[config.mk]
export PLATFORM = sky130hd
export DESIGN_NAME = mtimer_top
export DESIGN_NICKNAME = d
export VERILOG_FILES = /design/src/rtl/mtimer_pkg.sv /design/src/rtl/mtimer_ctrl.sv /design/src/rtl/mtimer_datapath.sv /design/src/rtl/mtimer_top.sv
export SDC_FILE = /design/constraint.sdc
export NUM_CORES = 1
export LEC_CHECK = 0
export BUFFER_PORTS_ARGS = -buffer_cell sky130_fd_sc_hd__buf_4
export CAP_MARGIN = 20
export CORE_MARGIN = 2
export CORE_UTILIZATION = 60
export CTS_CLUSTER_SIZE = 14
export DETAILED_ROUTE_END_ITERATION = 12
export PLACE_DENSITY = 0.79
export SETUP_SLACK_MARGIN = 0.5
export SYNTH_ARGS = -nofsm -noshare
export SYNTH_HDL_FRONTEND = slang
export SYNTH_SLANG_ARGS = --single-unit
[constraint.sdc]
create_clock -name clk -period 5.5 [get_ports clk]
set_input_delay 0 -clock clk [delete_from_list [all_inputs] [get_ports clk]]
set_output_delay 0 -clock clk [all_outputs]
set_load 0.03 [all_outputs]
[src/rtl/mtimer_pkg.sv]
package mtimer_pkg;
  localparam int CH_NUM   = 6;
  localparam int CNT_W    = 16;
  localparam int CLR_W    = 3;
  localparam int ACT_W    = 2;
  localparam int INIT_BIT = CLR_W + ACT_W;
  localparam int CTL_W    = INIT_BIT + 1;

  localparam int OFF_CNT  = 0;
  localparam int OFF_CMPA = 1;
  localparam int OFF_CMPB = 2;
  localparam int OFF_CTL  = 3;

  localparam logic [CLR_W-1:0] CLR_NONE = 3'd0;
  localparam logic [CLR_W-1:0] CLR_MA   = 3'd1;
  localparam logic [CLR_W-1:0] CLR_MB   = 3'd2;
  localparam logic [CLR_W-1:0] CLR_GRP  = 3'd3;

  localparam logic [ACT_W-1:0] ACT_KEEP = 2'd0;
  localparam logic [ACT_W-1:0] ACT_LOW  = 2'd1;
  localparam logic [ACT_W-1:0] ACT_HIGH = 2'd2;
  localparam logic [ACT_W-1:0] ACT_TGL  = 2'd3;

  typedef struct packed {
    logic [CH_NUM-1:0] ldCnt;
    logic [CH_NUM-1:0] ldCmpA;
    logic [CH_NUM-1:0] ldCmpB;
    logic [CH_NUM-1:0] ldCtl;
    logic [CH_NUM-1:0] runEn;
    logic [CH_NUM-1:0] inGrp;
  } strobe_t;
endpackage

[src/rtl/mtimer_ctrl.sv]
module mtimer_ctrl
  import mtimer_pkg::*;
#(
  parameter int ADDR_W     = 6,
  parameter int START_ADDR = 0,
  parameter int SYNC_ADDR  = 1,
  parameter int CH_BASE    = 16,
  parameter int CH_STRIDE  = 4
) (
  input  logic              clk,
  input  logic              rstN,
  input  logic              busSel,
  input  logic              busWr,
  input  logic [ADDR_W-1:0] busAddr,
  input  logic [CNT_W-1:0]  busWdata,
  output strobe_t           strb,
  output logic [CH_NUM-1:0] startReg,
  output logic [CH_NUM-1:0] syncReg,
  output logic              commonHit,
  output logic [CNT_W-1:0]  commonRdata
);
  localparam int GRP_MIN = 2;
  localparam int PAD_W   = CNT_W - CH_NUM;

  logic              wrEn, startHit, syncHit, grpOn, grpLoad;
  logic [CH_NUM-1:0] grpMask, wrCnt, wrCmpA, wrCmpB, wrCtl;

  assign wrEn     = busSel & busWr;
  assign startHit = (busAddr == ADDR_W'(START_ADDR));
  assign syncHit  = (busAddr == ADDR_W'(SYNC_ADDR));

  // only the six channel bits are stored
  always_ff @(posedge clk or negedge rstN) begin
    if (!rstN) begin
      startReg <= '0;
      syncReg  <= '0;
    end else begin
      if (wrEn && startHit) startReg <= busWdata[CH_NUM-1:0];
      if (wrEn && syncHit)  syncReg  <= busWdata[CH_NUM-1:0];
    end
  end

  // the group needs at least two members
  assign grpOn   = ($countones(syncReg) >= GRP_MIN);
  assign grpMask = grpOn ? syncReg : '0;

  for (genvar ch = 0; ch < CH_NUM; ch++) begin : g_dec
    localparam int BASE = CH_BASE + ch * CH_STRIDE;
    assign wrCnt[ch]  = wrEn && (busAddr == ADDR_W'(BASE + OFF_CNT));
    assign wrCmpA[ch] = wrEn && (busAddr == ADDR_W'(BASE + OFF_CMPA));
    assign wrCmpB[ch] = wrEn && (busAddr == ADDR_W'(BASE + OFF_CMPB));
    assign wrCtl[ch]  = wrEn && (busAddr == ADDR_W'(BASE + OFF_CTL));
  end

  assign grpLoad = |(wrCnt & grpMask);

  assign strb = '{
    ldCnt:  wrCnt | (grpMask & {CH_NUM{grpLoad}}),
    ldCmpA: wrCmpA,
    ldCmpB: wrCmpB,
    ldCtl:  wrCtl,
    runEn:  startReg,
    inGrp:  grpMask
  };

  assign commonHit   = startHit | syncHit;
  assign commonRdata = startHit ? {{PAD_W{1'b0}}, startReg} :
                       syncHit  ? {{PAD_W{1'b0}}, syncReg}  : '0;
endmodule

[src/rtl/mtimer_datapath.sv]
module mtimer_datapath
  import mtimer_pkg::*;
#(
  parameter int ADDR_W    = 6,
  parameter int CH_BASE   = 16,
  parameter int CH_STRIDE = 4
) (
  input  logic                          clk,
  input  logic                          rstN,
  input  strobe_t                       strb,
  input  logic [ADDR_W-1:0]             busAddr,
  input  logic [CNT_W-1:0]              busWdata,
  output logic [CH_NUM-1:0]             tmrOut,
  output logic [CH_NUM-1:0][CNT_W-1:0]  cntFlat,
  output logic                          chHit,
  output logic [CNT_W-1:0]              chRdata
);
  localparam int PAD_W = CNT_W - CTL_W;

  logic [CH_NUM-1:0][CNT_W-1:0] cmpA, cmpB;
  logic [CH_NUM-1:0][CTL_W-1:0] ctl;
  logic [CH_NUM-1:0]            matchA, matchB, ownClr, clrNow;
  logic                         grpClr;

  // a self-clear by any active member is broadcast
  assign grpClr = |(ownClr & strb.inGrp);

  for (genvar ch = 0; ch < CH_NUM; ch++) begin : g_ch
    logic [CLR_W-1:0] clrSel;
    logic [ACT_W-1:0] act;

    assign clrSel = ctl[ch][CLR_W-1:0];
    assign act    = ctl[ch][CLR_W +: ACT_W];


    assign matchA[ch] = strb.runEn[ch] && (cntFlat[ch] == cmpA[ch]);
    assign matchB[ch] = strb.runEn[ch] && (cntFlat[ch] == cmpB[ch]);
    assign ownClr[ch] = ((clrSel == CLR_MA) && matchA[ch]) ||
                        ((clrSel == CLR_MB) && matchB[ch]);
    assign clrNow[ch] = ownClr[ch] ||
                        ((clrSel == CLR_GRP) && strb.inGrp[ch] && grpClr);

    // load, then clear, then increment
    always_ff @(posedge clk or negedge rstN) begin
      if (!rstN)                  cntFlat[ch] <= '0;
      else if (strb.ldCnt[ch])    cntFlat[ch] <= busWdata;
      else if (clrNow[ch])        cntFlat[ch] <= '0;
      else if (strb.runEn[ch])    cntFlat[ch] <= cntFlat[ch] + 1'b1;
    end

    always_ff @(posedge clk or negedge rstN) begin
      if (!rstN) begin
        cmpA[ch] <= '1;
        cmpB[ch] <= '1;
        ctl[ch]  <= '0;
      end else begin
        if (strb.ldCmpA[ch]) cmpA[ch] <= busWdata;
        if (strb.ldCmpB[ch]) cmpB[ch] <= busWdata;
        if (strb.ldCtl[ch])  ctl[ch]  <= busWdata[CTL_W-1:0];
      end
    end

    // pin level
    always_ff @(posedge clk or negedge rstN) begin
      if (!rstN) tmrOut[ch] <= 1'b0;
      else if (strb.ldCtl[ch] && !strb.runEn[ch]) tmrOut[ch] <= busWdata[INIT_BIT];
      else if (matchA[ch]) begin
        case (act)
          ACT_LOW:  tmrOut[ch] <= 1'b0;
          ACT_HIGH: tmrOut[ch] <= 1'b1;
          ACT_TGL:  tmrOut[ch] <= ~tmrOut[ch];
          default:  tmrOut[ch] <= tmrOut[ch];
        endcase
      end
    end
  end

  always_comb begin
    chHit   = 1'b0;
    chRdata = '0;
    for (int c = 0; c < CH_NUM; c++) begin
      if (busAddr == ADDR_W'(CH_BASE + c * CH_STRIDE + OFF_CNT)) begin
        chHit = 1'b1; chRdata = cntFlat[c];
      end
      if (busAddr == ADDR_W'(CH_BASE + c * CH_STRIDE + OFF_CMPA)) begin
        chHit = 1'b1; chRdata = cmpA[c];
      end
      if (busAddr == ADDR_W'(CH_BASE + c * CH_STRIDE + OFF_CMPB)) begin
        chHit = 1'b1; chRdata = cmpB[c];
      end
      if (busAddr == ADDR_W'(CH_BASE + c * CH_STRIDE + OFF_CTL)) begin
        chHit = 1'b1; chRdata = {{PAD_W{1'b0}}, ctl[c]};
      end
    end
  end
endmodule

[src/rtl/mtimer_top.sv]
module mtimer_top
  import mtimer_pkg::*;
#(
  parameter int ADDR_W     = 6,
  parameter int START_ADDR = 0,
  parameter int SYNC_ADDR  = 1,
  parameter int CH_BASE    = 16,
  parameter int CH_STRIDE  = 4
) (
  input  logic              clk,
  input  logic              rstN,
  input  logic              busSel,
  input  logic              busWr,
  input  logic [ADDR_W-1:0] busAddr,
  input  logic [CNT_W-1:0]  busWdata,
  output logic [CNT_W-1:0]  busRdata,
  output logic [CH_NUM-1:0] tmrOut
);
  strobe_t                      strb;
  logic [CH_NUM-1:0]            startReg, syncReg;
  logic [CH_NUM-1:0][CNT_W-1:0] cntFlat;
  logic                         commonHit, chHit;
  logic [CNT_W-1:0]             commonRdata, chRdata;

  mtimer_ctrl #(
    .ADDR_W(ADDR_W), .START_ADDR(START_ADDR), .SYNC_ADDR(SYNC_ADDR),
    .CH_BASE(CH_BASE), .CH_STRIDE(CH_STRIDE)
  ) ctrl_i (
    .clk(clk), .rstN(rstN), .busSel(busSel), .busWr(busWr),
    .busAddr(busAddr), .busWdata(busWdata), .strb(strb),
    .startReg(startReg), .syncReg(syncReg),
    .commonHit(commonHit), .commonRdata(commonRdata)
  );

  mtimer_datapath #(
    .ADDR_W(ADDR_W), .CH_BASE(CH_BASE), .CH_STRIDE(CH_STRIDE)
  ) dp_i (
    .clk(clk), .rstN(rstN), .strb(strb), .busAddr(busAddr),
    .busWdata(busWdata), .tmrOut(tmrOut), .cntFlat(cntFlat),
    .chHit(chHit), .chRdata(chRdata)
  );

  assign busRdata = !busSel   ? '0 :
                    commonHit ? commonRdata :
                    chHit     ? chRdata : '0;
endmodule

Word level (Yosys, flattened, before mapping). Cells that the tools add are included.

Bits in registers: 342. Latch bits: 0. RAM bits: 0. Bits in read-only memories: 0. Input port bits: 26. Output and inout port bits: 22. Word-level logic and storage cells: 332. Memories: 0.

$add $sub $neg: 11. Multipliers: 0. Div/mod/pow operators: 0. $lt $le $gt $ge: 1. Equal/unequal tests: 73. Shifts and indexed selects: 0. Mux-type cells: 90. Bitwise logic cells: 12. Reductions and logical operators: 113.

Operator list (count): 2-to-1 mux 16 bit (46); == test 16 bit (12); adder 16 x 1 -> 16 bit (second input constant) (6); == test 6 x 5 -> 1 bit (second input constant) (16); logical AND 1 bit (68); adder 32 bit (2); == test 6 bit (second input constant) (8); == test 3 x 2 -> 1 bit (second input constant) (12); 2-to-1 mux 1 bit (36); greater-or-equal comparator 32 x 3 -> 1 bit (second input constant) (1); == test 2 bit (second input constant) (12); nonzero test 4 bit (6); bitwise AND 6 bit (3); == test 3 x 1 -> 1 bit (second input constant) (6); one-hot mux 1 bit (3 select lines) (6); nonzero test 3 bit (6); == test 2 x 1 -> 1 bit (second input constant) (6); logical OR 1 bit (12); 2-to-1 mux 6 bit (2); AND reduction 2 bit (6); nonzero test 2 bit (6); OR reduction 6 bit (2); adder 1 x 1 -> 2 bit (3); == test 6 x 1 -> 1 bit (second input constant) (1); other kinds (6) (16).

Logic depth before layout (Yosys ltp). Gate-level depths: netlist of run 1.

Depth in word-level cells: 28. Gate-level depth with buffers: 16.

By module. A second synthesis of run 1 with hierarchy kept.

Cell total of the unflattened synthesis: 2726. Area total of the unflattened synthesis: 24628.6 µm².

By module, submodules not included: mtimer_datapath (times used 1, cells each 2558, area each 23140.9 µm²); mtimer_ctrl (times used 1, cells each 142, area each 1229.9 µm²); mtimer_top (times used 1, cells each 26, area each 257.7 µm²).

Worst setup path after synthesis of run 1. No wires, ideal clock.

Path kind: reg2reg. Start: register ctrl_i.syncReg[4]. End: register dp_i.cntFlat[41] (netlist name). Setup time: 119 ps. Arrival time: 3325 ps. Path slack: 2057 ps. Cell stages (with the launch flop): 15. Buffers on the path: 2. Cell sequence: dfrtp_1 ha_1 fa_1 ha_1 inv_1 ha_1 nand2b_1 clkbuf_1 and2_1 a32o_2 nor4b_4 o21ai_2 buf_6 or2_2 o21a_1.

Cells in the longest elaborated chain, start to end: 10.

Ends and longest elaborated chain: start: declaration (line mtimer_ctrl.sv:18) `output logic [CH_NUM-1:0] syncReg,`; start signal: assignment (line mtimer_ctrl.sv:39) `if (wrEn && syncHit) syncReg <= busWdata[CH_NUM-1:0];`; adder 1 x 1 -> 2 bit (not written as such) (line mtimer_ctrl.sv:44) `assign grpOn = ($countones(syncReg) >= GRP_MIN);`; adder 32 bit (not written as such) (line mtimer_ctrl.sv:44); greater-or-equal comparator 32 x 3 -> 1 bit (line mtimer_ctrl.sv:44); 2-to-1 mux 6 bit * (line mtimer_ctrl.sv:45) `assign grpMask = grpOn ? syncReg : '0;`; bitwise AND 6 bit (line mtimer_datapath.sv:26) `assign grpClr = |(ownClr & strb.inGrp);`; OR reduction 6 bit (line mtimer_datapath.sv:26); logical AND 1 bit (line mtimer_datapath.sv:41) `((clrSel == CLR_GRP) && strb.inGrp[ch] && grpClr);`; logical OR 1 bit (line mtimer_datapath.sv:40) `assign clrNow[ch] = ownClr[ch] ||`; 2-to-1 mux 16 bit (line mtimer_datapath.sv:47) `else if (clrNow[ch]) cntFlat[ch] <= '0;`; 2-to-1 mux 16 bit (line mtimer_datapath.sv:46) `else if (strb.ldCnt[ch]) cntFlat[ch] <= busWdata;`; end signal: indexed assignment (line mtimer_datapath.sv:46); end signal: indexed assignment (line mtimer_datapath.sv:48) `else if (strb.runEn[ch]) cntFlat[ch] <= cntFlat[ch] + 1'b1;`; end: declaration (line mtimer_datapath.sv:14) `output logic [CH_NUM-1:0][CNT_W-1:0] cntFlat,`.

Mark *: on every way between the ends. The rest lies on a longest branch, timed or not. A chain may end at the register's enable or synchronous reset.

Worst setup path in the final report of run 1.
Start: register ctrl_i.syncReg[5]. End: register dp_i.cntFlat[46] (netlist name).

The elaborated chain is that of the path after synthesis.

==> results of run 1 <==
==> where the power goes <==
group,internal [uW],switching (uW),total (uW)
Clock,1770,1120,2890
Sequential,2870,499,3370
Combinational,681,847,1530
==> routing by layer <==
layer / routed length, um / vias up / GRT usage
li1: - / 8193 / -
met5: 0 / - / 0
met2: 32900 / 1192 / 0.575
met1: 31600 / 9443 / 0.573
met4: 3860 / 0 / 0.190
met3: 8690 / 241 / 0.0927
==> cell usage after synthesis (6+ instances only) <==
master       n  area (um^2)
nand2_1    252          946
mux2_2     230         2590
dfstp_2    192         5040
xnor2_1    191         1670
o21ai_0    168          841
dfrtp_1    150         3750
clkbuf_1   144          541
nor2_1     127          477
nand4_1     80          500
a21oi_1     74          370
xor2_1      59          517
nand3_1     54          270
nor3_1      48          240
buf_2       38          190
and3_1      35          219
inv_1       34          128
mux2i_1     34          340
o22ai_1     34          213
a22oi_1     24          180
buf_1       19         71.3
o21a_1      18          135
a31oi_1     17          106
a2bb2oi_1   16          140
ha_1        15          188
o32ai_1     15          131
nand2b_1    14         87.6
and2_1      13         81.3
o21ai_2     13          114
nor3b_1     12         90.1
nor4_1      11         68.8
o311a_1     11          110
o31a_1      11         96.3
a211oi_1     9         67.6
mux2_1       7         78.8
mux4_2       7          158
nor4bb_1     7         70.1
o221ai_1     7         61.3
nand4b_1     6         52.6
o21ai_1      6         30.0
==> state kept, by name, summed over array words and instances, names as in the netlist <==
signal	flops
ctrl_i.startReg	6
dp_i.cntFlat	96
dp_i.cmpA	96
ctrl_i.syncReg	6
dp_i.cmpB	96
dp_i.tmrOut	6
dp_i.ctl	36
==> repair_timing <==
| action | 4_1_cts | 5_1_grt |
|---|---|---|
| resized for setup | 0 | 0 |
| hold endpoints to repair | 275 | 0 |
| hold buffers | 17 | 0 |
==> worst max-delay path by stage <==
stage                                       start                           end  slack [ns]  cells after the start
finish              ctrl_i.syncReg[5]$_DFFE_PN0P_  dp_i.cntFlat[46]$_DFFE_PN0P_        1.34                     12
global route        ctrl_i.syncReg[5]$_DFFE_PN0P_  dp_i.cntFlat[42]$_DFFE_PN0P_        1.23                     12
CTS                 ctrl_i.syncReg[5]$_DFFE_PN0P_  dp_i.cntFlat[41]$_DFFE_PN0P_        1.45                     12
detailed placement  ctrl_i.syncReg[5]$_DFFE_PN0P_  dp_i.cntFlat[41]$_DFFE_PN0P_        1.49                     12
global placement    ctrl_i.syncReg[5]$_DFFE_PN0P_  dp_i.cntFlat[11]$_DFFE_PN0P_        1.49                     12
floorplan           ctrl_i.syncReg[4]$_DFFE_PN0P_  dp_i.cntFlat[41]$_DFFE_PN0P_        2.06                     14
==> kinds of logic after synthesis <==
group	share of synthesized area
AO/OA/AOI/OAI	0.147
AND/OR/NAND/NOR	0.156
buffers and inverters	0.0469
XOR/XNOR	0.0990
flip-flops	0.398
adder cells (fa/ha/maj)	0.0103
multiplexers	0.143
==> stage by stage <==
stage	cells	total power, uW	utilization	hold slack, ns
after floorplan	2327	4330	-	-0.296
after global placement	2666	4820	0.617	0.0723
after detailed placement	2666	4860	0.617	0.0809
after CTS	2754	7750	0.660	0.0911
after global routing	2757	8050	0.660	0.109
final	2759	7790	0.661	0.0195
==> cell type report <==
cell class	count	area [um^2]	area share
Inverter	34	128	0.00530
Clock buffer	53	1160	0.0483
Multi-Input combinational cell	1737	12300	0.511
Sequential cell	342	8800	0.366
Tap cell	468	586	0.0243
Timing Repair Buffer	103	836	0.0347
Clock inverter	18	255	0.0106
Antenna cell	4	10.0	0.000416
==> results.sh, run 1 <==
export IMPL_fmax_ghz=0.240
export IMPL_rsz0062_at_grt="false"
export IMPL_die_x_um=196
export IMPL_cts_root_buf="clkbuf_16"
export IMPL_slew_headroom=0.233
export IMPL_clk_latency_ns=0.57
export IMPL_grt_usage=0.400
export IMPL_drt_pass1_iter_count=5
export IMPL_finalNetCount=2300
export IMPL_period_needed_ns=4.16
export IMPL_drcViolationCount=0
export IMPL_synth_avg_cell_area_um2=9.50
export IMPL_cpLargestDelayFamily="compound AO/OA/AOI/OAI gates"
export IMPL_drt_vias_per_instance=6.91
export IMPL_maxCapViolCount=0
export IMPL_setup_tns_ns=0
export IMPL_peakVddDrop_mv=0.300
export IMPL_period_share=0.757
export IMPL_drt_iter0_markers=2545
export IMPL_post_cts_setup_buffers=0
export IMPL_antenna_found_initial=3
export IMPL_grt_ovfl_total=0
export IMPL_synth_ff_type="dfstp_2"
export IMPL_cts_tree="done"
export IMPL_place_area_mm2=0.0225
export IMPL_grt_start_max_net_pins=133
export IMPL_setup_ws_ns=1.34
export IMPL_routabilityCongestion=1.07
export IMPL_drive_gt1_frac=0.273
export IMPL_place_ws_ns=1.49
export IMPL_drv_slew=0
export IMPL_syn_nets=2370
export IMPL_r2r_cells=12
export IMPL_final_cell_mix="nand2_1, mux2_2, dfstp_2, xnor2_1, o21ai_0"
export IMPL_critPathBufInv=1
export IMPL_worstSetupEndpointType="flop"
export IMPL_htree_levels=2
export IMPL_syn_area_mm2=0.0221
export IMPL_r2r_start="ctrl_i.syncReg[5]$_DFFE_PN0P_"
export IMPL_hpwl_um=52300
export IMPL_clk_pin_slew_ns=0.07
export IMPL_hold_viol=0
export IMPL_final_common_cell="nand2_1"
export IMPL_synthCells=2327
export IMPL_cp_required_ns=5.97
export IMPL_worstSetupPathType="flop to flop"
export IMPL_cts_sinks=342
export IMPL_die_area_mm2=0.0384
export IMPL_skew_ns=0.0246
export IMPL_cts_made_buffers=39
export IMPL_vias=19100
export IMPL_start_util=0.607
export IMPL_power_leakage_uw=0.00944
export IMPL_setup_viol=0
export IMPL_port_buffers=47
export IMPL_crit_top_cell="ha_1"
export IMPL_critPathMaxStageDelay_ns=0.72
export IMPL_status="complete, no violations"
export IMPL_io_pins=48
export IMPL_fp_row_count=70
export IMPL_routedWlPerCell_um=27.9
export IMPL_path_cells="ha_1, fa_1, ha_1, inv_1, ha_1, nand2b_1, and2_1, a32o_2, nor4b_4, o21ai_2, a31o_2, a221oi_2"
export IMPL_cp_arrival_ns=4.63
export IMPL_crit_fanout=21
export IMPL_reg2reg_slack_ns=1.34
export IMPL_synth_seq_area_share=0.398
export IMPL_synth_edf_count=0
export IMPL_grt_pass1_wl_um=115000
export IMPL_final_area_mm2=0.0241
export IMPL_async_flop_share=1.00
export IMPL_tightestPinTransition_ns=1.14
export IMPL_powerDensity_mw_per_mm2=324
export IMPL_hold_class="input port to async pin"
export IMPL_coreArea_mm2=0.0364
export IMPL_wl_um=77000
export IMPL_yosys_warnings=0
export IMPL_start_kind="flop"
export IMPL_r2r_end="dp_i.cntFlat[46]$_DFFE_PN0P_"
export IMPL_postRouteAntennaNets=0
export IMPL_synthDistinctLibCells=88
export IMPL_ys_ff_latch=342
export IMPL_clockBufferDepth=3
export IMPL_area_growth_pct=8.87
export IMPL_cp_slowest_cell="nor4b_4"
export IMPL_nFillCells=2868
export IMPL_grt_pass1_vias=18100
export IMPL_die_h_um=196
(Power assumes the default switching activity.)
==> run 2: changes to the inputs <==
Settings changed: ABC_AREA set to 1, CORE_UTILIZATION 60 to 58, PLACE_DENSITY 0.79 to 0.8.
Clock period 5.5 ns to 3.8 ns, I/O delays scaled along.
==> results.sh, run 2 <==
export IMPL_drt_pass1_iter_count=7
export IMPL_cts_tree="done"
export IMPL_synthCells=2938
export IMPL_yosysMostFrequentCell="nand2_1"
export IMPL_hpwl_um=55700
export IMPL_drive_gt1_frac=0.196
export IMPL_finalNetCount=3053
export IMPL_clk_pin_slew_ns=0.06
export IMPL_grt_ovfl_total=0
export IMPL_antenna_cells=0
export IMPL_postLayoutCoreUtil=0.677
export IMPL_drv_slew=0
export IMPL_coreArea_mm2=0.0366
export IMPL_setup_tns_ns=0
export IMPL_drcViolationCount=0
export IMPL_powerDensity_mw_per_mm2=464
export IMPL_postRouteAntennaNets=0
export IMPL_slew_headroom=0.138
export IMPL_cts_sinks=342
export IMPL_skew_ns=0.0187
export IMPL_vias=22000
export IMPL_htree_levels=2
export IMPL_cts_made_buffers=40
export IMPL_grt_start_max_net_pins=118
export IMPL_start_kind="flop"
export IMPL_hold_class="input port to flop"
export IMPL_cp_slowest_cell="dfrtp_2"
export IMPL_synth_seq_area_share=0.409
export IMPL_netlist_top_cells_count="nand2_1, o21ai_0, inv_1"
export IMPL_setup_viol=0
export IMPL_crit_fanout=6
export IMPL_critPathBufInv=8
export IMPL_worstSetupPathType="flop to flop"
export IMPL_grt_pass1_vias=20800
export IMPL_grt_usage=0.411
export IMPL_syn_nets=2981
export IMPL_top_regs="dp_i.cmpA: 96 flops, dp_i.cmpB: 96 flops, dp_i.cntFlat: 96 flops"
export IMPL_async_flop_share=1.00
export IMPL_maxCapViolCount=0
export IMPL_clockBufferDepth=3
export IMPL_fmax_ghz=0.279
export IMPL_path_cells="ha_4, fa_2, ha_2, inv_2, ha_4, inv_2, nor2_2, inv_2, buf_6, nand2_4, inv_2, nand2_2, nand2_2, a2111oi_4, bufinv_8, a21oi_4, inv_2, nor2_4, nand3_4, o21ai_1, inv_1, nand2_1"
export IMPL_yosys_warnings=0
export IMPL_p_sw_uw=4010
export IMPL_final_cell_mix="nand2_1, o21ai_0, inv_1, dfstp_2, nor2_1"
export IMPL_p_int_uw=7480
export IMPL_period_share=0.943
export IMPL_grt_pass1_wl_um=121000
export IMPL_routedWlPerCell_um=22.7
export IMPL_switching_share=0.349
export IMPL_worstSetupEndpointType="flop"
export IMPL_synthDistinctLibCells=58
export IMPL_fp_row_count=70
export IMPL_nFillCells=3114
export IMPL_clkPwrFrac=0.339
export IMPL_power_leakage_uw=0.0107
export IMPL_period_needed_ns=3.58
export IMPL_cp_required_ns=4.31
export IMPL_drt_iter0_markers=2903
export IMPL_clk_latency_ns=0.59
export IMPL_routabilityCongestion=1.05
export IMPL_port_buffers=47
export IMPL_synthTopCellsByArea="dfstp_2, dfrtp_1, nand2_1"
export IMPL_start_util=0.588
export IMPL_synth_ff_type="dfstp_2"
export IMPL_crit_top_cell="inv_2"
export IMPL_die_area_mm2=0.0387
export IMPL_finalPower_uw=11500
export IMPL_synth_top_area_cell="dfstp_2"
export IMPL_die_x_um=197
export IMPL_antenna_found_initial=0
export IMPL_cts_root_buf="clkbuf_16"
export IMPL_critPathMaxStageDelay_ns=0.45
export IMPL_drt_vias_per_instance=6.27
export IMPL_area_growth_pct=15.1
export IMPL_setup_ws_ns=0.217
export IMPL_yosysTopAreaCellShare=0.234
export IMPL_final_common_cell="nand2_1"
export IMPL_rsz0062_at_grt="true"
export IMPL_place_ws_ns=0.0907
export IMPL_synth_edf_count=0
export IMPL_wl_um=79600
export IMPL_hold_viol=0
export IMPL_power_frac_seq=0.432
export IMPL_comb_power_share=0.229
export IMPL_io_pins=48
export IMPL_synth_avg_cell_area_um2=7.33
export IMPL_status="complete, no violations"
export IMPL_cpLargestDelayFamily="adder cells"
export IMPL_cp_arrival_ns=4.10
export IMPL_ys_ff_latch=342
export IMPL_syn_area_mm2=0.0215
export IMPL_die_h_um=197
export IMPL_tightestPinTransition_ns=1.29
export IMPL_peakVddDrop_mv=0.341
run 2: metal layers:
metal,vias to the layer above,wire length [um],global-route usage
met1,10400,29900,0.528
met5,-,0,0
met2,1420,34000,0.610
met4,0,6510,0.289
li1,9836,-,-
met3,399,9190,0.102
run 2: worst min-delay path: cells and delay by family:
kind                   cells  cell delay (ns)
buffers and inverters      2             0.35
AO/OA/AOI/OAI              1             0.26
run 2: per-stage QoR:
stage / instances / area [um^2] / hold slack [ns]
after global routing: 3510 / 24800 / 0.0909
after CTS: 3499 / 24400 / 0.0438
after detailed placement: 3376 / 22400 / 0.163
final: 3510 / 24800 / 0.0809
after global placement: 3373 / 22400 / 0.151
after floorplan: 2938 / 21500 / -0.296
run 2: timing repair:
item,in CTS,in global routing
cloned,6,1
pin swaps,39,31
gates resized for setup,83,79
hold buffers,15,0
endpoints found under the hold margin,119,0
setup endpoints to repair,102,107
buffers inserted,28,10
run 2: logic make-up (layout without fill, tap and decap cells):
logic type / count (synthesis) / in the layout / share of synthesized area
AO/OA/AOI/OAI: 668 / 668 / 0.180
flip-flops: 342 / 342 / 0.409
AND/OR/NAND/NOR: 1295 / 1302 / 0.263
XOR/XNOR: 124 / 124 / 0.0505
adder cells (fa/ha/maj): 17 / 17 / 0.0106
buffers and inverters: 492 / 589 / 0.0870
run 2: cell type report:
class,instances,area [um^2],share of cell area
Clock buffer,63,1180,0.0476
Clock inverter,11,116,0.00470
Inverter,364,1420,0.0572
Multi-Input combinational cell,2111,11300,0.458
Sequential cell,342,8800,0.355
Tap cell,468,586,0.0236
Timing Repair Buffer,151,1330,0.0535
run 2: path summary, 6_finish.rpt:
check	startpoint	end	slack (ns)	cells after the start
hold / removal	busWdata[14]	dp_i.cmpA[30]$_DFFE_PN1P_	0.08	3
max in group asynchronous	rstN	dp_i.cmpA[29]$_DFFE_PN1P_	2.57	3
setup reg to reg	ctrl_i.syncReg[5]$_DFFE_PN0P_	dp_i.cntFlat[26]$_DFFE_PN0P_	0.22	22
hold reg to reg	dp_i.ctl[29]$_DFFE_PN0P_	dp_i.ctl[29]$_DFFE_PN0P_	0.49	2
setup / recovery	ctrl_i.syncReg[5]$_DFFE_PN0P_	dp_i.cntFlat[26]$_DFFE_PN0P_	0.22	22
min in group asynchronous	rstN	dp_i.cntFlat[37]$_DFFE_PN0P_	0.14	2
run 2: power groups by stage:
stage          Combinational [uW]  Clock (uW)  Sequential, uW
5_1_grt                      2860        4040            5000
3_3_place_gp                 2360           0            4970
4_1_cts                      2500        3910            4930
2_1_floorplan                1680           0            4720
3_5_place_dp                 2430           0            4970
6_report                     2630        3900            4970
